### src/rtl/tcm_map_pkg.sv
package tcm_map_pkg;
  typedef enum logic {SIDE_INSTR = 1'b0, SIDE_DATA = 1'b1} side_e;

  // count width able to hold 0..nseg
  function automatic int cnt_width(input int nseg);
    return $clog2(nseg + 1);
  endfunction
endpackage

### src/rtl/tcm_split_reg.sv
module tcm_split_reg #(
  parameter int NSEG  = 4,
  parameter int CNT_W = 3
) (
  input  logic             clk,
  input  logic             rst,
  input  logic             we,
  input  logic [CNT_W-1:0] wdata,
  output logic [CNT_W-1:0] cnt_q
);
  localparam logic [CNT_W-1:0] MAXC = CNT_W'(NSEG);

  logic [CNT_W-1:0] clamped;
  assign clamped = (wdata > MAXC) ? MAXC : wdata;

  always_ff @(posedge clk) begin
    if (rst)     cnt_q <= '0;
    else if (we) cnt_q <= clamped;
  end

  AST_SPLIT_BOUND: assert property (@(posedge clk) disable iff (rst)
    cnt_q <= MAXC);
  AST_SPLIT_HOLD: assert property (@(posedge clk) disable iff (rst)
    !we |=> $stable(cnt_q));
endmodule

### src/rtl/tcm_win_decoder.sv
module tcm_win_decoder
  import tcm_map_pkg::*;
#(
  parameter int              ADDR_W = 32,
  parameter int              SEG_AW = 16,
  parameter int              NSEG   = 4,
  parameter int              CNT_W  = 3,
  parameter side_e           SIDE   = SIDE_DATA,
  parameter logic [ADDR_W-1:0] BASE = '0
) (
  input  logic                       clk,
  input  logic                       rst,
  input  logic                       req,
  input  logic [ADDR_W-1:0]          addr,
  input  logic [CNT_W-1:0]           icnt,
  output logic                       hit_q,
  output logic                       hole_q,
  output logic [$clog2(NSEG)-1:0]    seg_q,
  output logic [SEG_AW-1:0]          off_q
);
  localparam int SEL_W  = $clog2(NSEG);
  localparam int WIN_AW = SEG_AW + SEL_W;

  logic             in_win, backed;
  logic [SEL_W-1:0] sel, phys;
  logic [CNT_W-1:0] sel_ext;

  assign in_win  = (addr[ADDR_W-1:WIN_AW] == BASE[ADDR_W-1:WIN_AW]);
  assign sel     = addr[WIN_AW-1:SEG_AW];
  assign sel_ext = CNT_W'(sel);

  generate
    if (SIDE == SIDE_INSTR) begin : g_instr
      // instruction segments sit at the bottom of the pool
      assign backed = (sel_ext < icnt);
      assign phys   = sel;
    end else begin : g_data
      // data segments follow the instruction segments
      assign backed = (sel_ext < (CNT_W'(NSEG) - icnt));
      assign phys   = sel + icnt[SEL_W-1:0];
    end
  endgenerate

  always_ff @(posedge clk) begin
    if (rst) begin
      hit_q  <= 1'b0;
      hole_q <= 1'b0;
      seg_q  <= '0;
      off_q  <= '0;
    end else begin
      hit_q  <= req && in_win && backed;
      hole_q <= req && in_win && !backed;
      seg_q  <= (req && in_win && backed) ? phys : '0;
      off_q  <= (req && in_win && backed) ? addr[SEG_AW-1:0] : '0;
    end
  end

  AST_HIT_HOLE_EXCL: assert property (@(posedge clk) disable iff (rst)
    !(hit_q && hole_q));
  AST_IDLE_QUIET: assert property (@(posedge clk) disable iff (rst)
    !req |=> (!hit_q && !hole_q));

  generate
    if (SIDE == SIDE_INSTR) begin : g_chk_i
      AST_INSTR_LOW_SEG: assert property (@(posedge clk) disable iff (rst)
        req |=> (!hit_q || (CNT_W'(seg_q) < $past(icnt))));
    end else begin : g_chk_d
      AST_DATA_HIGH_SEG: assert property (@(posedge clk) disable iff (rst)
        req |=> (!hit_q || (CNT_W'(seg_q) >= $past(icnt))));
    end
  endgenerate
endmodule

### src/rtl/tcm_split_mapper.sv
module tcm_split_mapper
  import tcm_map_pkg::*;
#(
  parameter int ADDR_W = 32,
  parameter int SEG_AW = 16,
  parameter int NSEG   = 4,
  parameter logic [ADDR_W-1:0] I_BASE = 32'h0000_0000,
  parameter logic [ADDR_W-1:0] D_BASE = 32'h0800_0000
) (
  input  logic                          clk,
  input  logic                          rst,
  input  logic                          cfg_we,
  input  logic [$clog2(NSEG+1)-1:0]     cfg_wdata,
  output logic [$clog2(NSEG+1)-1:0]     cfg_split,
  input  logic                          i_req,
  input  logic [ADDR_W-1:0]             i_addr,
  output logic                          i_hit,
  output logic [$clog2(NSEG)-1:0]       i_seg,
  output logic [SEG_AW-1:0]             i_off,
  output logic                          irq_i_hole,
  input  logic                          d_req,
  input  logic [ADDR_W-1:0]             d_addr,
  output logic                          d_hit,
  output logic [$clog2(NSEG)-1:0]       d_seg,
  output logic [SEG_AW-1:0]             d_off,
  output logic                          irq_d_hole,
  input  logic                          b_req,
  input  logic [ADDR_W-1:0]             b_addr,
  output logic                          b_hit,
  output logic [$clog2(NSEG)-1:0]       b_seg,
  output logic [SEG_AW-1:0]             b_off,
  output logic                          b_err,
  output logic                          irq_bus_err
);
  localparam int CNT_W = cnt_width(NSEG);

  logic b_hole;

  tcm_split_reg #(.NSEG(NSEG), .CNT_W(CNT_W)) u_split (
    .clk(clk), .rst(rst), .we(cfg_we), .wdata(cfg_wdata), .cnt_q(cfg_split)
  );

  tcm_win_decoder #(.ADDR_W(ADDR_W), .SEG_AW(SEG_AW), .NSEG(NSEG), .CNT_W(CNT_W),
                    .SIDE(SIDE_INSTR), .BASE(I_BASE)) u_idec (
    .clk(clk), .rst(rst), .req(i_req), .addr(i_addr), .icnt(cfg_split),
    .hit_q(i_hit), .hole_q(irq_i_hole), .seg_q(i_seg), .off_q(i_off)
  );

  tcm_win_decoder #(.ADDR_W(ADDR_W), .SEG_AW(SEG_AW), .NSEG(NSEG), .CNT_W(CNT_W),
                    .SIDE(SIDE_DATA), .BASE(D_BASE)) u_ddec (
    .clk(clk), .rst(rst), .req(d_req), .addr(d_addr), .icnt(cfg_split),
    .hit_q(d_hit), .hole_q(irq_d_hole), .seg_q(d_seg), .off_q(d_off)
  );

  // bus master sees only the data window
  tcm_win_decoder #(.ADDR_W(ADDR_W), .SEG_AW(SEG_AW), .NSEG(NSEG), .CNT_W(CNT_W),
                    .SIDE(SIDE_DATA), .BASE(D_BASE)) u_bdec (
    .clk(clk), .rst(rst), .req(b_req), .addr(b_addr), .icnt(cfg_split),
    .hit_q(b_hit), .hole_q(b_hole), .seg_q(b_seg), .off_q(b_off)
  );

  assign b_err       = b_hole;
  assign irq_bus_err = b_hole;

  AST_BUS_BLOCKED: assert property (@(posedge clk) disable iff (rst)
    !(b_hit && b_err));
  AST_BUS_NEEDS_REQ: assert property (@(posedge clk) disable iff (rst)
    irq_bus_err |-> $past(b_req));
endmodule

### config.mk
export PLATFORM = sky130hd
export DESIGN_NAME = tcm_split_mapper
export DESIGN_NICKNAME = d
export VERILOG_FILES = /design/src/rtl/tcm_map_pkg.sv /design/src/rtl/tcm_split_reg.sv /design/src/rtl/tcm_win_decoder.sv /design/src/rtl/tcm_split_mapper.sv
export SDC_FILE = /design/constraint.sdc
export NUM_CORES = 1
export LEC_CHECK = 0
export BUFFER_PORTS_ARGS = -buffer_cell sky130_fd_sc_hd__buf_2
export CAP_MARGIN = 20
export CELL_PAD_IN_SITES_DETAIL_PLACEMENT = 1
export CELL_PAD_IN_SITES_GLOBAL_PLACEMENT = 1
export CORE_ASPECT_RATIO = 1.5
export CORE_UTILIZATION = 27
export CTS_CLUSTER_DIAMETER = 80
export DETAILED_ROUTE_END_ITERATION = 6
export GPL_TIMING_DRIVEN = 0
export HOLD_SLACK_MARGIN = 0.1
export PLACE_DENSITY_LB_ADDON = 0.3
export SYNTH_ARGS = -nofsm -noshare
export SYNTH_HDL_FRONTEND = slang
export SYNTH_HIERARCHICAL = 1
export SYNTH_SLANG_ARGS = --single-unit
export TNS_END_PERCENT = 50
### constraint.sdc
create_clock -name clk -period 1.75 [get_ports clk]
set_clock_uncertainty 0.05 [all_clocks]
set_input_delay 0.2625 -clock clk [delete_from_list [all_inputs] [get_ports clk]]
set_output_delay 0.2625 -clock clk [all_outputs]
set_load 0.005 [all_outputs]
==> results.md <==
- Status: complete, no violations
- Clock Sink Count: 63
- Slew @ Worst Pin: 0.576 ns
- Met3 wire length: 581 um
- Wire per inst: 13.8 um
- Synth warn: 6
- Setup ws final: 0.0439 ns
- Register area share after synthesis: 0.483
- Wire length on met2: 4060 um
- # DRC: 0
- Pwr Density: 935 nW/um^2
- Max Slew Vio Count: 0
- Share of layout cells above drive strength 1: 0.632
- Share of power burned in registers: 0.367
- Routed wire length: 7380 um
- Worst path slowest cell: dfxtp_4
- Yosys reg bits: 63
- DP Wirelength: 5570 um
- Vias in the first global route: 2554
- Hold Crit Class: input port to flip-flop
- Final hold violation count: 0
- Die height: 122 um
- Final setup vio count: 0
- Worst path required time: 1.95 ns
- P_int: 3.06 mW
- Max-slew headroom: 0.614
- Metal-1 WL: 2530 um
- Total GRT Usage: 0.158
- Fin area: 4200 um^2
- Cells after synthesis: 223
- Most common cell after layout, fill and taps aside: buf_2
- Largest net degree at the start of global routing: 13
- Iter 0 DRT Violations: 41
- Switching share of power: 0.222
- Period utilization: 0.975
- Fin nets: 533
- Max Cap Viol: 0
- TritonCTS clock tree: done
- CP Data Arrival Time: 1.90 ns
- Die X: 82.3 um
- Clock-pin slew on the worst setup and hold paths: 0.06 ns
- Number of port buffers: 168
- Die area: 10100 um^2
- Pre-CTS setup slack: -0.211 ns
- Clock Latency Late Sink: 0.33 ns
- Drt via density: 4.43
- Setup crit start kind: flip-flop
- Most frequent cells in the layout: buf_2, dfxtp_1, nand2_1
- Setup_tns: 0 ns
- Num CTS Buffers: 9
- Routed Antenna Nets: 0
- Switching power: 0.872 mW
- Combinational share of power: 0.110
- Area Growth Syn to Fin: 60.9%
- Fmax: 586 MHz
- RSZ-0062 raised after global routing: true
- Reg2reg setup slack: 0.04 ns
- ANT cells: 0
- Maximum vdd ir drop: 468 uV
- Clock root cell: clkbuf_16
- Crit Path Max Fanout: 5
- Top Metal Used: met4
- Clock share of power: 0.523
- Area after DPL: 3600 um^2
- Final Critical Period: 1.71 ns
- TritonRoute pass-1 iters: 3
- Cells along the critical path: inv_1 > ha_4 > inv_2 > ha_4 > nand2b_4 > a21oi_4 > buf_12 > buf_4 > nor4b_2
- H-tree levels: 3
- First-pass GRT wire length: 11800 um
- Initial antenna violation count: 0
- Leak Pwr: 1.86 nW
- Core Rows: 43
- Core Region: 9310 um^2
- Grt ovf: 0
- CP endpoint kind: flip-flop
- Kind of critical path: flip-flop to flip-flop
- Synth cell types: 30
- Initial Util: 0.281
- IO Count: 169
- Synthesized area: 2610 um^2
- Via count: 2373
- Max stage delay on crit path: 0.36 ns
- Most frequent CP cell: ha_4
- RePlAce Congestion: 0.705
- Post-synth net total: 337
- Syn avg cell area: 11.7 um^2
- CTS max path bufs: 2
==> area by class of cell <==
type                       count  area [um^2]
timing repair buffer         185         1030
inverter                      11         41.3
fill                        1095         5110
tap                          112          140
clock inverter                 7          120
clock buffer                   9          225
multi-input combinational    139         1280
buffer                        10         96.3
sequential                    63         1270
==> repair_timing <==
item,4_1_cts,5_1_grt
endpoints found under the hold margin,7,0
endpoints found under the setup margin,37,37
resized for setup,8,9
pin swaps,2,2
hold buffers,7,0
setup buffers,8,1
gates cloned,1,0
==> power by group through the flow <==
stage	clock [mW]	sequential, mW	combinational, mW
floorplan	0	1.47	0.168
global placement	0	1.48	0.333
detailed placement	0	1.48	0.341
CTS	2.10	1.44	0.425
global route	2.19	1.44	0.472
finish	2.05	1.44	0.433
==> cells in the mapped netlist <==
cell / number / area share
xor2_1: 2 / 0.0067
inv_1: 11 / 0.016
nor4b_4: 4 / 0.036
nand3_4: 2 / 0.013
a211oi_2: 2 / 0.0096
nor3_2: 22 / 0.084
a21oi_4: 2 / 0.012
nor4_2: 1 / 0.0048
nor2_1: 5 / 0.0072
buf_4: 5 / 0.014
nor3b_2: 10 / 0.048
dfxtp_1: 63 / 0.48
mux2i_1: 1 / 0.0038
a21oi_1: 2 / 0.0038
nand4_1: 1 / 0.0024
nor3_4: 1 / 0.0062
nand3b_1: 2 / 0.0057
nor3b_1: 9 / 0.026
buf_6: 3 / 0.013
nor4b_1: 1 / 0.0034
nor4_4: 4 / 0.033
nor3_1: 12 / 0.023
nand4_2: 2 / 0.0096
nor4_1: 3 / 0.0072
nand2b_1: 4 / 0.0096
nand2_1: 32 / 0.046
xnor2_1: 4 / 0.013
buf_2: 2 / 0.0038
nor4b_2: 2 / 0.012
ha_1: 9 / 0.043
==> kinds of logic (layout without fill, tap and decap cells) <==
group                    count (synthesis)  count (layout)  share of synthesized area
AO/OA/AOI/OAI                            6               6                     0.0259
flip-flops                              63              63                      0.483
AND/OR/NAND/NOR                        117             117                      0.377
adder cells (fa/ha/maj)                  9               9                     0.0431
multiplexers                             1               1                    0.00383
buffers and inverters                   21             222                     0.0470
XOR/XNOR                                 6               6                     0.0201
==> worst paths after layout <==
check | startpoint | end | cells past startpoint
worst max register to register | u_split/cnt_q[1]$_SDFFE_PP0P_ | u_ddec/seg_q[0]$_SDFF_PP0_ | 9
worst max-delay path | u_split/cnt_q[1]$_SDFFE_PP0P_ | u_ddec/seg_q[0]$_SDFF_PP0_ | 9
worst min-delay path | d_addr[9] | u_ddec/off_q[9]$_SDFF_PP0_ | 3
worst min register to register | u_split/cnt_q[1]$_SDFFE_PP0P_ | u_bdec/seg_q[1]$_SDFF_PP0_ | 3
==> routing by layer <==
| metal | GRT usage | up-vias |
|---|---|---|
| li1 | - | 1159 |
| met3 | 0.0498 | 15 |
| met4 | 0.0965 | 0 |
| met2 | 0.280 | 105 |
| met5 | 0 | - |
| met1 | 0.155 | 1094 |
==> per-stage QoR <==
step	power, mW	hold WS [ns]	util	instances
floorplan	1.64	0.272	-	223
global placement	1.81	0.436	0.387	503
detailed placement	1.82	0.440	0.387	503
CTS	3.97	0.103	0.447	535
global route	4.10	0.106	0.451	536
finish	3.93	0.115	0.451	536
==> worst max-delay path: cells and delay by family, from the launching register on <==
family                   cells  cell delay (ns)
AO/OA/AOI/OAI                1             0.06
AND/OR/NAND/NOR              2             0.26
adder cells (fa/ha/maj)      2             0.48
flip-flops                   1             0.36
buffers and inverters        4             0.41
==> flip-flops by register name (all words and copies together) (netlist names), 2 cells and up <==
register / flops
u_ddec/seg_q: 2
u_bdec/off_q: 16
u_split/cnt_q: 3
u_idec/off_q: 16
u_bdec/seg_q: 2
u_idec/seg_q: 2
u_ddec/off_q: 16
(Power assumes the default switching activity.)
